`src/rtl/assoc_pkg.sv`:
```
package assoc_pkg;

  localparam int MAXW = 64;

  typedef enum logic [2:0] {
    OP_NOP   = 3'd0,
    OP_PUSH  = 3'd1,
    OP_AND   = 3'd2,
    OP_POP   = 3'd3,
    OP_MIN   = 3'd4,
    OP_MAX   = 3'd5,
    OP_PICK  = 3'd6,
    OP_CLEAR = 3'd7
  } assoc_op_e;

  // masked equality of a record against the broadcast key
  function automatic logic f_key_hit(input logic [MAXW-1:0] rec,
                                     input logic [MAXW-1:0] key,
                                     input logic [MAXW-1:0] fmask);
    return ((rec ^ key) & fmask) == '0;
  endfunction

endpackage

```
`src/rtl/assoc_pe.sv`:
```
module assoc_pe #(
  parameter int W     = 16,
  parameter int DEPTH = 4,
  parameter int LW    = 2
) (
  input  logic          clk,
  input  logic          rst_n,
  input  logic          ld_en,
  input  logic [W-1:0]  ld_data,
  input  logic [W-1:0]  key,
  input  logic [W-1:0]  fmask,
  input  logic          clr,
  input  logic          wr_en,
  input  logic [LW-1:0] wr_lvl,
  input  logic          wr_bit,
  input  logic [LW-1:0] rd_lvl,
  output logic [W-1:0]  rec_o,
  output logic          hit_o,
  output logic          top_o
);
  import assoc_pkg::*;

  localparam logic [DEPTH-1:0] STK_BASE = DEPTH'(1);

  logic [W-1:0]     rec_q;
  logic [DEPTH-1:0] stk_q;

  always_ff @(posedge clk or negedge rst_n) begin
    if (!rst_n) begin
      rec_q <= '0;
      stk_q <= STK_BASE;
    end else begin
      if (ld_en) rec_q <= ld_data;
      if (clr)        stk_q <= STK_BASE;
      else if (wr_en) stk_q[wr_lvl] <= wr_bit;
    end
  end

  assign rec_o = rec_q;
  assign top_o = stk_q[rd_lvl];
  assign hit_o = f_key_hit(MAXW'(rec_q), MAXW'(key), MAXW'(fmask));

endmodule

```
`src/rtl/assoc_resolve.sv`:
```
module assoc_resolve #(
  parameter int N  = 16,
  parameter int IW = 4
) (
  input  logic [N-1:0]  resp,
  output logic          any_o,
  output logic [IW-1:0] first_idx,
  output logic [N-1:0]  first_oh
);

  function automatic logic [IW-1:0] f_lowest_idx(input logic [N-1:0] v);
    logic [IW-1:0] r;
    r = '0;
    for (int i = N - 1; i >= 0; i--) begin
      if (v[i]) r = IW'(i);
    end
    return r;
  endfunction

  // isolate lowest set bit
  function automatic logic [N-1:0] f_lowest_oh(input logic [N-1:0] v);
    return v & (~v + N'(1));
  endfunction

  assign any_o     = |resp;
  assign first_idx = f_lowest_idx(resp);
  assign first_oh  = f_lowest_oh(resp);

endmodule

```
`src/rtl/assoc_minmax.sv`:
```
module assoc_minmax #(
  parameter int N  = 16,
  parameter int W  = 16,
  parameter int IW = 4,
  parameter int BW = 4
) (
  input  logic           clk,
  input  logic           rst_n,
  input  logic           start,
  input  logic           want_max,
  input  logic [W-1:0]   fmask,
  input  logic [N-1:0]   seed,
  input  logic [N*W-1:0] recs_flat,
  output logic           busy,
  output logic           done,
  output logic [N-1:0]   win_oh
);

  logic          busy_q, want_q;
  logic [BW-1:0] bidx_q;
  logic [W-1:0]  mask_q;
  logic [N-1:0]  cand_q, cand_n, col, hit;
  logic          keep;
  logic          win_any;
  logic [IW-1:0] win_idx;

  always_comb begin
    for (int i = 0; i < N; i++) begin
      col[i] = recs_flat[i*W + int'(bidx_q)];
    end
  end

  assign hit    = cand_q & (want_q ? col : ~col);
  assign keep   = mask_q[bidx_q] && (hit != '0);
  assign cand_n = keep ? hit : cand_q;
  assign done   = busy_q && (bidx_q == '0);
  assign busy   = busy_q;

  // tie break: lowest index among survivors
  assoc_resolve #(.N(N), .IW(IW)) u_tie (
    .resp      (cand_n),
    .any_o     (win_any),
    .first_idx (win_idx),
    .first_oh  (win_oh)
  );

  always_ff @(posedge clk or negedge rst_n) begin
    if (!rst_n) begin
      busy_q <= 1'b0;
      want_q <= 1'b0;
      bidx_q <= '0;
      mask_q <= '0;
      cand_q <= '0;
    end else if (start) begin
      busy_q <= 1'b1;
      want_q <= want_max;
      bidx_q <= BW'(W - 1);
      mask_q <= fmask;
      cand_q <= seed;
    end else if (busy_q) begin
      cand_q <= cand_n;
      if (bidx_q == '0) busy_q <= 1'b0;
      else              bidx_q <= bidx_q - BW'(1);
    end
  end

endmodule

```
`src/rtl/assoc_array.sv`:
```
module assoc_array #(
  parameter int N     = 16,
  parameter int W     = 16,
  parameter int DEPTH = 4,
  localparam int IW   = (N > 1) ? $clog2(N) : 1,
  localparam int LW   = (DEPTH > 1) ? $clog2(DEPTH) : 1
) (
  input  logic          clk,
  input  logic          rst_n,
  input  logic          ld_en,
  input  logic [IW-1:0] ld_idx,
  input  logic [W-1:0]  ld_data,
  input  logic          op_valid,
  input  logic [2:0]    op_code,
  input  logic [W-1:0]  key,
  input  logic [W-1:0]  fmask,
  output logic [N-1:0]  resp_vec,
  output logic          any_resp,
  output logic          pick_valid,
  output logic [IW-1:0] pick_idx,
  output logic          busy,
  output logic [LW-1:0] stack_level,
  output logic          stack_err
);
  import assoc_pkg::*;

  localparam int BW = (W > 1) ? $clog2(W) : 1;
  localparam logic [LW-1:0] LVL_TOP = LW'(DEPTH - 1);

  assoc_op_e     op;
  logic          acc;
  logic          ev_push, ev_ovf, ev_pop, ev_unf, ev_and, ev_pick, ev_clear, ev_mm;
  logic          mm_busy, mm_done;
  logic [N-1:0]  mm_win, pick_oh, top_v, hit_v, wr_bits;
  logic [N*W-1:0] recs_flat;
  logic [LW-1:0] lvl_q, wr_lvl;
  logic          wr_en, err_q;
  logic          any_w;
  logic [IW-1:0] first_w;

  assign op  = assoc_op_e'(op_code);
  assign acc = op_valid && !mm_busy;

  // named events
  assign ev_push  = acc && (op == OP_PUSH) && (lvl_q != LVL_TOP);
  assign ev_ovf   = acc && (op == OP_PUSH) && (lvl_q == LVL_TOP);
  assign ev_pop   = acc && (op == OP_POP)  && (lvl_q != '0);
  assign ev_unf   = acc && (op == OP_POP)  && (lvl_q == '0);
  assign ev_and   = acc && (op == OP_AND);
  assign ev_pick  = acc && (op == OP_PICK);
  assign ev_clear = acc && (op == OP_CLEAR);
  assign ev_mm    = acc && ((op == OP_MIN) || (op == OP_MAX));

  assign wr_en  = ev_push || ev_and || ev_pick || mm_done;
  assign wr_lvl = ev_push ? (lvl_q + LW'(1)) : lvl_q;

  always_comb begin
    for (int i = 0; i < N; i++) begin
      if (mm_done)      wr_bits[i] = mm_win[i];
      else if (ev_pick) wr_bits[i] = pick_oh[i];
      else              wr_bits[i] = top_v[i] & hit_v[i];
    end
  end

  genvar g;
  generate
    for (g = 0; g < N; g++) begin : g_pe
      logic [W-1:0] rec_w;
      assoc_pe #(.W(W), .DEPTH(DEPTH), .LW(LW)) u_pe (
        .clk     (clk),
        .rst_n   (rst_n),
        .ld_en   (ld_en && (ld_idx == IW'(g))),
        .ld_data (ld_data),
        .key     (key),
        .fmask   (fmask),
        .clr     (ev_clear),
        .wr_en   (wr_en),
        .wr_lvl  (wr_lvl),
        .wr_bit  (wr_bits[g]),
        .rd_lvl  (lvl_q),
        .rec_o   (rec_w),
        .hit_o   (hit_v[g]),
        .top_o   (top_v[g])
      );
      assign recs_flat[g*W +: W] = rec_w;
    end
  endgenerate

  assoc_resolve #(.N(N), .IW(IW)) u_pick (
    .resp      (top_v),
    .any_o     (any_w),
    .first_idx (first_w),
    .first_oh  (pick_oh)
  );

  assoc_minmax #(.N(N), .W(W), .IW(IW), .BW(BW)) u_mm (
    .clk       (clk),
    .rst_n     (rst_n),
    .start     (ev_mm),
    .want_max  (op == OP_MAX),
    .fmask     (fmask),
    .seed      (top_v),
    .recs_flat (recs_flat),
    .busy      (mm_busy),
    .done      (mm_done),
    .win_oh    (mm_win)
  );

  always_ff @(posedge clk or negedge rst_n) begin
    if (!rst_n) begin
      lvl_q <= '0;
      err_q <= 1'b0;
    end else begin
      if (ev_ovf || ev_unf) err_q <= 1'b1;
      if (ev_clear)     lvl_q <= '0;
      else if (ev_push) lvl_q <= lvl_q + LW'(1);
      else if (ev_pop)  lvl_q <= lvl_q - LW'(1);
    end
  end

  assign resp_vec    = top_v;
  assign any_resp    = any_w;
  assign pick_valid  = any_w;
  assign pick_idx    = first_w;
  assign busy        = mm_busy;
  assign stack_level = lvl_q;
  assign stack_err   = err_q;

endmodule

```
`config.mk`:
```
export PLATFORM = sky130hd
export DESIGN_NAME = assoc_array
export DESIGN_NICKNAME = d
export VERILOG_FILES = /design/src/rtl/assoc_pkg.sv /design/src/rtl/assoc_pe.sv /design/src/rtl/assoc_resolve.sv /design/src/rtl/assoc_minmax.sv /design/src/rtl/assoc_array.sv
export SDC_FILE = /design/constraint.sdc
export NUM_CORES = 1
export LEC_CHECK = 0
export BUFFER_PORTS_ARGS = -buffer_cell sky130_fd_sc_hd__buf_2
export CAP_MARGIN = 30
export CORE_ASPECT_RATIO = 1.25
export CORE_UTILIZATION = 65
export DETAILED_ROUTE_END_ITERATION = 16
export PLACE_DENSITY = 0.82
export SETUP_SLACK_MARGIN = 0.15
export SYNTH_ARGS = -nofsm -noshare
export SYNTH_HDL_FRONTEND = slang
export SYNTH_HIERARCHICAL = 1
export SYNTH_SLANG_ARGS = --single-unit
```
`constraint.sdc`:
```
create_clock -name clk -period 9.04 [get_ports clk]
set_clock_uncertainty 0.05 [all_clocks]
set_input_delay 0.452 -clock clk [delete_from_list [all_inputs] [get_ports clk]]
set_output_delay 0.452 -clock clk [all_outputs]
set_load 0.01 [all_outputs]
```
==> key figures, run 1 <==
Power
  • Clock share of power: 0.220
  • Static Leak: 10.8 nW
  • P_int: 4.42 mW
  • Switch share: 0.398
  • Power per cell area: 297 nW/µm²
  • Overall power: 7.34 mW
  • Peak supply drop: about 0.00022 V
  • Flop pwr share: 0.328
  • Combinational power share: 0.452
  • NetSw: 2.92 mW

Logic synthesis
  • Post-Syn Nets: ~2000
  • Mapped Avg Cell Area: 12.0 µm²
  • Synth Instances: 1907
  • Synthesized area: 22800 µm²
  • Ys Warns: 6

CTS
  • Setup Buffers After CTS: 0
  • CTS clock-pin slew for the worst setup and hold paths: 0.06 ns
  • CTS tree: built
  • H-tree depth: 2
  • Hold_buf cts: 1
  • Clk root buf: clkbuf_16
  • Post-CTS Resized: 0
  • CTS Buf Count: 39
  • Clk_lat worst skew: between 0.5 and 0.6 ns
  • # clock sinks: 361
  • Max Buffers Root-to-Sink: 3

Placed design
  • IO Port Bufs: 84
  • Dpl cells: 2405
  • Detailed placer's ending HPWL: ~45000 µm
  • Pre-CTS WS: approximately 3.6 ns
  • GP Congestion: 0.942
  • Placed Area: 23400 µm²

Setup path
  • CP Cell Sequence: buf_4 -> mux4_2 -> mux4_2 -> xnor2_1 -> a211oi_1 -> o2111ai_2 -> nor2_4 -> o21a_1 -> nor4_4 -> and3_4 -> and2_4 -> and4b_1 -> nand2_1 -> o211ai_2 -> mux2i_1 -> nor2_1
  • R2R depth: 16
  • Setup crit end kind: flop
  • Worst Path Max Fanout: 44
  • CP max stage delay: 0.81 ns
  • Startpoint Class: flop
  • CP max stage cell: dfrtp_4
  • Critical Path AT: between 5 and 6 ns
  • Crit Path Category: reg2reg
  • Critical Path RT: 9.40 ns
  • Most frequent CP cell: mux4_2

Finish
  • Ant. Diodes: 0
  • Share of layout cells above drive strength 1: 0.321
  • Non-filler cells, final: 2476
  • Fin util: 0.717
  • Nets: 2042
  • Layout area overhead: 8.30%
  • Most frequent cells in the layout: dfrtp_1, mux2_2, xor2_1
  • Post-route cell area: 24700 µm²
  • Most common cell after layout, fill and taps aside: dfrtp_1

Timing
  • # setup viols final: 0
  • Slew Limit Headroom: 0.280
  • Setup_tns: 0 ns
  • Tmin final: 5.54 ns
  • Final Max Slew Viols: 0
  • RSZ-0062 raised after global routing: no
  • Worst slew pin tran: around 1.1 ns
  • Fin Hold WS: approximately 0.27 ns
  • Final setup slack of the worst path: about 3.5 ns
  • Max Freq: 181 MHz
  • Tcrit/Tclk final: 0.612
  • Final Hold Violating Endpoints: 0

Drt
  • Iter 0 DRT Violations: slightly above 2000
  • Via density: 7.22
  • DRT Wirelength: 73400 µm
  • Detail Route Antenna Nets: 0
  • Initial DRT Pass Iterations: 6
  • Residual DRC: 0
  • Routed WL per cell: 29.7 µm
  • Routed vias: roughly 18000

GRT
  • Gr ovfl total: 0
  • Largest net degree at the start of global routing: 187
  • Initial antenna violation count: 3
  • Gr usage total: 0.418
  • Vias in the first global route: 18300
  • Global-route wire length before repair: 110000 µm

Min path
  • Hold-critical path depth: 5
  • Tightest Hold Check Type: in2reg

Floorplanning
  • I/O pins: 85
  • Initial Util: 0.662
  • Die Y: about 210 µm
  • Core Area: 34500 µm²
  • Die area: 35900 µm²
  • Die width: 170 µm
  • Row cnt: 76

Job
  • Max_cap viols: 0

Run status
  • Status: finished, final reports clean
layer usage:
layer	GRT usage	share of wire	wire (µm)
met1	0.503	0.34	25200
met2	0.641	0.45	32800
met3	0.138	0.13	9440
met4	0.276	0.081	5940
met5	0	0.00071	52
critical path: cells and delay by family (launching register included):
family	cells	cell delay, ns
compound gates	4	1.09
xor+xnor	1	0.21
buf+inv	1	0.74
flops	1	0.81
mux	3	1.29
simple gates	7	1.14
sequential cells by signal (all words and copies together) (netlist names):
signal           cells
g_pe.u_pe/rec_o    256
u_mm/mask_q         16
stack_level          2
g_pe.u_pe/stk_q     64
u_mm/cand_q         16
u_mm/bidx_q          4
u_mm/want_q          1
stack_err            1
u_mm/busy            1
area by class of cell:
class | instances | area (µm²)
Fill cell | 2414 | 9770
Timing Repair Buffer | 116 | 713
Clock buffer | 61 | 1210
Tap cell | 468 | 586
Inverter | 29 | 109
Multi-Input combinational cell | 1433 | 13000
Clock inverter | 8 | 65.1
Sequential cell | 361 | 9060
power by group through the flow:
stage                     logic (mW)  clock network, mW  registers, mW
after floorplan                 2.43                  0           2.28
after global placement          3.12                  0           2.39
after detailed placement        3.20                  0           2.42
after CTS                       3.23               1.62           2.40
after global routing            3.49               1.69           2.45
final                           3.32               1.62           2.40
final timing paths:
path,from,end,slack [ns]
setup / recovery,u_mm/bidx_q[1],g_pe[15].u_pe/stk_q[3],3.50
hold / removal,op_code[2],u_mm/want_q,0.27
setup reg to reg,u_mm/bidx_q[1],g_pe[15].u_pe/stk_q[3],3.50
hold reg to reg,stack_err,stack_err,0.42
max in group asynchronous,rst_n,g_pe[13].u_pe/rec_o[3],6.22
min in group asynchronous,rst_n,g_pe[0].u_pe/stk_q[1],0.49
Power figures use the tool's default switching activity.
==> run 2, diff against run 1 <==
--- a/config.mk
+++ b/config.mk
@@ -8,9 +8,9 @@
 export BUFFER_PORTS_ARGS = -buffer_cell sky130_fd_sc_hd__buf_2
 export CAP_MARGIN = 30
 export CORE_ASPECT_RATIO = 1.25
-export CORE_UTILIZATION = 65
+export CORE_UTILIZATION = 63
 export DETAILED_ROUTE_END_ITERATION = 16
-export PLACE_DENSITY = 0.82
+export PLACE_DENSITY = 0.8
 export SETUP_SLACK_MARGIN = 0.15
 export SYNTH_ARGS = -nofsm -noshare
 export SYNTH_HDL_FRONTEND = slang
==> constraint.sdc (replaced) <==
create_clock -name clk -period 5.3 [get_ports clk]
set_clock_uncertainty 0.05 [all_clocks]
set_input_delay 0.265 -clock clk [delete_from_list [all_inputs] [get_ports clk]]
set_output_delay 0.265 -clock clk [all_outputs]
set_load 0.01 [all_outputs]
==> key figures, run 2 (synthesis results as in run 1) <==
Drt
  • DRT Wirelength: 74100 µm (+0.82%)
  • Via density: 7.14 (-1.1%)
  • Routed wl met3: 8710 µm (-7.8%)
  • WL met2: 33700 µm (+2.8%)
  • Residual DRC: 0 (unchanged)
  • Top layer in use: met5
  • M1 WL: 25700 µm (+1.9%)
  • Routed WL per cell: 29.6 µm (-0.11%)
  • Detail Route Antenna Nets: 0 (unchanged)
  • Initial DRT Pass Iterations: 6 (unchanged)
  • Iter 0 DRT Violations: 2006 (-1.3%)
  • Routed vias: 17800 (-0.20%)

Timing
  • Tcrit/Tclk final: 0.909 (+0.297)
  • # setup viols final: 0 (unchanged)
  • Setup_tns: 0 ns (unchanged)
  • Final Max Slew Viols: 0 (unchanged)
  • Tmin final: 4.82 ns (-0.719 ns)
  • RSZ-0062 raised after global routing: no
  • Slew Limit Headroom: 0.307 (+0.0264)
  • Worst slew pin tran: 1.04 ns (-0.0396 ns)
  • Max Freq: 208 MHz (+15%)
  • Final Hold Violating Endpoints: 0 (unchanged)

Power
  • Static Leak: 10.9 nW (+1.0%)
  • Overall power: 12.8 mW (+74%)
  • Combinational power share: 0.443 (-0.009)
  • Switch share: 0.391 (-0.00739)
  • Flop pwr share: 0.328 (about the same)
  • Peak supply drop: 0.000356 V (+62%)
  • NetSw: 4.99 mW (+71%)
  • Clock share of power: 0.229 (+0.009)
  • P_int: 7.78 mW (+76%)
  • Power per cell area: 511 nW/µm² (+72%)

Placed design
  • GP Congestion: 0.979 (+3.9%)
  • Placed Area: 23600 µm² (+0.72%)
  • IO Port Bufs: 84 (unchanged)
  • Dpl cells: 2427 (+0.91%)
  • Detailed placer's ending HPWL: 46100 µm (+3.7%)

Finish
  • Post-route cell area: 25000 µm² (+0.93%)
  • FILL cells: 2549 (+5.6%)
  • Layout area overhead: 9.30%
  • Multi-input logic area: 13000 µm² (about the same)
  • Most common cell after layout, fill and taps aside: dfrtp_1
  • Ant. Diodes: 0 (unchanged)
  • Share of layout cells above drive strength 1: 0.327 (+0.00619)
  • Non-filler cells, final: 2499 (+0.93%)
  • Most frequent cells in the layout: dfrtp_1, mux2_2, xor2_1
  • Fin util: 0.703 (-0.0143)
  • Nets: 2057 (+0.73%)
  • Max reg flops: 256 (unchanged)
  • Storage cell area: 9060 µm² (unchanged)

GRT
  • Gr usage total: 0.410 (-0.00754)
  • Vias in the first global route: 18300 (-0.46%)
  • Gr ovfl total: 0 (unchanged)
  • Largest net degree at the start of global routing: 137 (-27%)
  • Initial antenna violation count: 3 (unchanged)
  • Global-route wire length before repair: 112000 µm (+1.4%)

Setup path
  • CP Cell Sequence: buf_4 -> mux4_2 -> a21oi_1 -> a22o_1 -> o41ai_1 -> o2111ai_2 -> nor2_4 -> o21a_1 -> nor4_4 -> and3_4 -> and2_4 -> and4b_1 -> nand2_1 -> o211ai_2 -> mux2i_1 -> nor2_1
  • Setup crit end kind: flop
  • CP max stage delay: 0.72 ns (-0.09 ns)
  • Worst path top cell family by delay: compound AO/OA/AOI/OAI gates
  • Crit Path Category: reg2reg
  • Critical Path AT: 5.23 ns (-0.66 ns)
  • Startpoint Class: flop
  • FF-to-FF setup slack: 0.48 ns (-3.02 ns)
  • CP max stage cell: dfrtp_2
  • Critical Path RT: 5.71 ns (-3.69 ns)
  • Worst Path Max Fanout: 16 (-64%)
  • Crit path buf inv count: 1 (unchanged)

Run status
  • Status: finished, final reports clean

Floorplanning
  • Die width: 172 µm (+1.6%)
  • Die Y: 215 µm (+1.6%)
  • Die area: 37000 µm² (+3.1%)
  • Row cnt: 77 (+1.3%)
  • Core Area: 35600 µm² (+3.0%)
  • Initial Util: 0.643 (-0.0192)
  • I/O pins: 85 (unchanged)

CTS
  • Max Buffers Root-to-Sink: 3 (unchanged)
  • # clock sinks: 361 (unchanged)
  • Post-CTS Resized: 0 (unchanged)
  • H-tree depth: 2 (unchanged)
  • Clk_lat worst skew: 0.55 ns (about the same)
  • Clk root buf: clkbuf_16
  • CTS clock-pin slew for the worst setup and hold paths: 0.06 ns (about the same)
  • CTS Buf Count: 39 (unchanged)
  • CTS tree: built

Min path
  • Tightest Hold Check Type: in2reg

Job
  • Max_cap viols: 0 (unchanged)
## run 2: routing by layer
metal | vias to the layer above | track usage
met2 | 1278 | 0.631
li1 | 7277 | -
met3 | 441 | 0.119
met4 | 6 | 0.262
met5 | - | 0
met1 | 8836 | 0.502
## run 2: path summary, 6_finish.rpt
check | start | endpoint | cells after the start
max | u_mm/bidx_q[0] | g_pe[15].u_pe/stk_q[2] | 16
min | op_code[2] | u_mm/want_q | 5
max reg2reg | u_mm/bidx_q[0] | g_pe[15].u_pe/stk_q[2] | 16
min reg2reg | stack_err | stack_err | 1
max in group asynchronous | rst_n | g_pe[12].u_pe/rec_o[5] | 3
min in group asynchronous | rst_n | g_pe[1].u_pe/stk_q[3] | 2
## run 2: cell type report
| class | count | area share |
|---|---|---|
| sequential | 361 | 0.363 |
| tap | 474 | 0.0237 |
| multi-input combinational | 1433 | 0.521 |
| clock inverter | 14 | 0.00802 |
| inverter | 29 | 0.00436 |
| timing repair buffer | 131 | 0.0334 |
| clock buffer | 57 | 0.0467 |
## run 2: worst reg2reg max path: stages (launching register included)
cell,delay [ns]
dfrtp_2,0.72
buf_4,0.39
mux4_2,0.57
a21oi_1,0.50
a22o_1,0.26
o41ai_1,0.08
o2111ai_2,0.33
nor2_4,0.15
o21a_1,0.26
nor4_4,0.37
and3_4,0.28
and2_4,0.16
and4b_1,0.19
nand2_1,0.06
o211ai_2,0.12
mux2i_1,0.12
nor2_1,0.12
## run 2: power groups by stage
stage,combinational (mW),clock [mW],sequential [mW]
final,5.66,2.93,4.19
after global routing,6.00,3.07,4.27
after CTS,5.53,2.95,4.17
after detailed placement,5.49,0,4.21
after global placement,5.35,0,4.18
after floorplan,4.14,0,3.89
## run 2: what timing repair did
action / 4_1_cts / 5_1_grt
endpoints found under the hold margin: 82 / 0
buffers inserted: 0 / 0
hold buffers: 1 / 0
## run 2: stage by stage
step                      hold slack (ns)  setup slack [ns]
final                               0.112             0.482
after global routing                0.149             0.233
after CTS                          0.0932             0.551
after detailed placement            0.258             0.585
after global placement              0.254             0.663
after floorplan                   -0.0806              1.02
==> run 3, diff against run 2 <==
--- a/config.mk
+++ b/config.mk
@@ -5,11 +5,12 @@
 export SDC_FILE = /design/constraint.sdc
 export NUM_CORES = 1
 export LEC_CHECK = 0
-export BUFFER_PORTS_ARGS = -buffer_cell sky130_fd_sc_hd__buf_2
 export CAP_MARGIN = 30
 export CORE_ASPECT_RATIO = 1.25
-export CORE_UTILIZATION = 63
+export CORE_UTILIZATION = 65
+export CTS_BUF_LIST = sky130_fd_sc_hd__clkbuf_8
 export DETAILED_ROUTE_END_ITERATION = 16
+export DONT_BUFFER_PORTS = 1
 export PLACE_DENSITY = 0.8
 export SETUP_SLACK_MARGIN = 0.15
 export SYNTH_ARGS = -nofsm -noshare
==> key figures, run 3 (synthesis results as in run 1) <==
Setup path
  • Crit Path Category: reg2reg
  • Startpoint Class: flop
  • Critical Path RT: 5.82 ns (+0.11 ns)
  • Crit path buf inv count: 1 (unchanged)
  • CP max stage cell: dfrtp_4
  • Worst path top cell family by delay: compound AO/OA/AOI/OAI gates
  • FF-to-FF setup slack: 0.28 ns (-0.20 ns)
  • Worst Path Max Fanout: 30 (+14)
  • Setup crit end kind: flop
  • CP Cell Sequence: buf_4 -> mux4_2 -> mux2i_1 -> a2bb2oi_1 -> o2111a_1 -> nand4_1 -> a221o_1 -> nor2_4 -> o21a_1 -> nor4_4 -> and3_4 -> and2_4 -> and4b_1 -> nand2_1 -> o211ai_2 -> a211o_1
  • Critical Path AT: 5.54 ns (+0.31 ns)
  • CP max stage delay: 0.81 ns (+0.09 ns)

Drt
  • Residual DRC: 0 (unchanged)
  • DRT Wirelength: 75500 µm (+1.9%)
  • Detail Route Antenna Nets: 0 (unchanged)
  • Routed WL per cell: 30.2 µm (+2.0%)
  • Via density: 7.15 (+0.12%)
  • Iter 0 DRT Violations: 2110 (+5.2%)
  • Initial DRT Pass Iterations: 6 (unchanged)
  • Routed vias: 17800 (+0.045%)

Min path
  • Tightest Hold Check Type: in2async

Job
  • Max_cap viols: 0 (unchanged)

Power
  • Flop pwr share: 0.352 (+0.024)
  • Clock share of power: 0.208 (-0.021)
  • Combinational power share: 0.440 (-0.003)
  • P_int: 7.30 mW (-6.3%)
  • Switch share: 0.398 (+0.00749)
  • Static Leak: 10.9 nW (-0.50%)
  • Power per cell area: 485 nW/µm² (-5.3%)
  • Overall power: 12.1 mW (-5.1%)
  • Peak supply drop: 0.000295 V (-17%)
  • NetSw: 4.83 mW (-3.3%)

CTS
  • CTS tree: built
  • # clock sinks: 361 (unchanged)
  • Hold_buf cts: 40 (+39)
  • Clk_lat worst skew: 0.68 ns (+0.13 ns)
  • Setup Buffers After CTS: 0 (unchanged)
  • Max Buffers Root-to-Sink: 3 (unchanged)
  • H-tree depth: 2 (unchanged)
  • CTS Buf Count: 58 (+49%)
  • Clk root buf: clkbuf_8
  • CTS clock-pin slew for the worst setup and hold paths: 0.07 ns (about the same)

Placed design
  • Dpl cells: 2332 (-3.9%)
  • Pre-CTS WS: 0.444 ns (-0.141 ns)
  • Detailed placer's ending HPWL: 44300 µm (-3.9%)
  • GP Congestion: 0.935 (-4.5%)
  • IO Port Bufs: 0 (-100%)
  • Placed Area: 23100 µm² (-2.1%)

Finish
  • Max reg flops: 256 (unchanged)
  • Most common cell after layout, fill and taps aside: dfrtp_1
  • Most frequent cells in the layout: dfrtp_1, mux2_2, xor2_1
  • Fin util: 0.725 (+0.0222)
  • Non-filler cells, final: 2497 (-0.080%)
  • Post-route cell area: 25000 µm² (+0.17%)
  • Nets: 2038 (-0.92%)
  • Layout area overhead: 9.49%
  • Share of layout cells above drive strength 1: 0.303 (-0.0240)

Floorplanning
  • Core Area: 34500 µm² (-2.9%)
  • Die area: 35900 µm² (-3.0%)
  • I/O pins: 85 (unchanged)
  • Row cnt: 76 (-1.3%)
  • Die width: 170 µm (-1.5%)
  • Die Y: 212 µm (-1.5%)
  • Initial Util: 0.662 (+0.0192)

Run status
  • Status: complete, but fails checks
  • Failing checks: negative hold slack

Timing
  • Setup_tns: 0 ns (unchanged)
  • Worst slew pin tran: 1.37 ns (+0.330 ns)
  • Slew Limit Headroom: 0.0865 (-0.220)
  • Final setup slack of the worst path: 0.280 ns (-0.203 ns)
  • # setup viols final: 0 (unchanged)
  • Tmin final: 5.02 ns (+0.203 ns)
  • Final Hold Violating Endpoints: 350 (+350)
  • Final Max Slew Viols: 0 (unchanged)
  • Max Freq: 199 MHz (-4.0%)
  • Tcrit/Tclk final: 0.947 (+0.0383)
  • RSZ-0062 raised after global routing: no
  • Fin Hold WS: -0.723 ns (-0.835 ns)

GRT
  • Gr usage total: 0.425 (+0.0146)
  • Global-route wire length before repair: 112000 µm (about the same)
  • Initial antenna violation count: 6 (+3)
  • Gr ovfl total: 0 (unchanged)
  • Largest net degree at the start of global routing: 362 (+160%)
  • Vias in the first global route: 18000 (-1.5%)
==> run 3: cell types whose count changed in the layout (fill, tap and decap cells not counted), sizes merged <==
cell,change
buf,-78
dlygate4sd3,+39
clkbuf,+21
inv,+19
diode,+5
bufinv,-4
clkinv,+4
clkinvlp,-2
==> run 3: worst paths after layout <==
| kind | startpoint | end | depth (start not counted) |
|---|---|---|---|
| setup / recovery | u_mm/bidx_q[1] | g_pe[15].u_pe/stk_q[0] | 16 |
| hold / removal | rst_n | stack_err | 0 |
| setup reg to reg | u_mm/bidx_q[1] | g_pe[15].u_pe/stk_q[0] | 16 |
| hold reg to reg | u_mm/mask_q[15] | u_mm/mask_q[15] | 1 |
| max in group asynchronous | rst_n | g_pe[2].u_pe/rec_o[4] | 0 |
| min in group clk | op_valid | stack_err | 2 |
==> run 3: power by group through the flow <==
stage | logic, mW | registers, mW | clock network [mW]
after detailed placement | 5.02 | 4.27 | 0
after global routing | 5.60 | 4.34 | 2.67
after CTS | 5.14 | 4.22 | 2.53
after global placement | 4.92 | 4.23 | 0
after floorplan | 4.14 | 3.89 | 0
final | 5.33 | 4.27 | 2.52
==> run 3: area by class of cell <==
type | instances | area, µm²
Clock inverter | 31 | 166
Inverter | 29 | 109
Tap cell | 468 | 586
Fill cell | 2364 | 9500
Multi-Input combinational cell | 1433 | 13000
Antenna cell | 5 | 12.5
Timing Repair Buffer | 93 | 1010
Clock buffer | 77 | 1060
Sequential cell | 361 | 9060
==> run 3: repair_timing <==
action                                  CTS  global route
gates resized for setup                   0             1
endpoints found under the setup margin    0             9
endpoints found under the hold margin   648           361
==> run 3: routing by layer <==
layer  global-route usage  share of wire  vias to the layer above  routed length (µm)
met3                0.134           0.13                      418                9600
met2                0.655           0.46                     1339               34400
li1                     -              -                     7276                   -
met1                0.518           0.35                     8811               26100
met4                0.267          0.071                        2                5380
met5                    0        0.00017                        -                  13
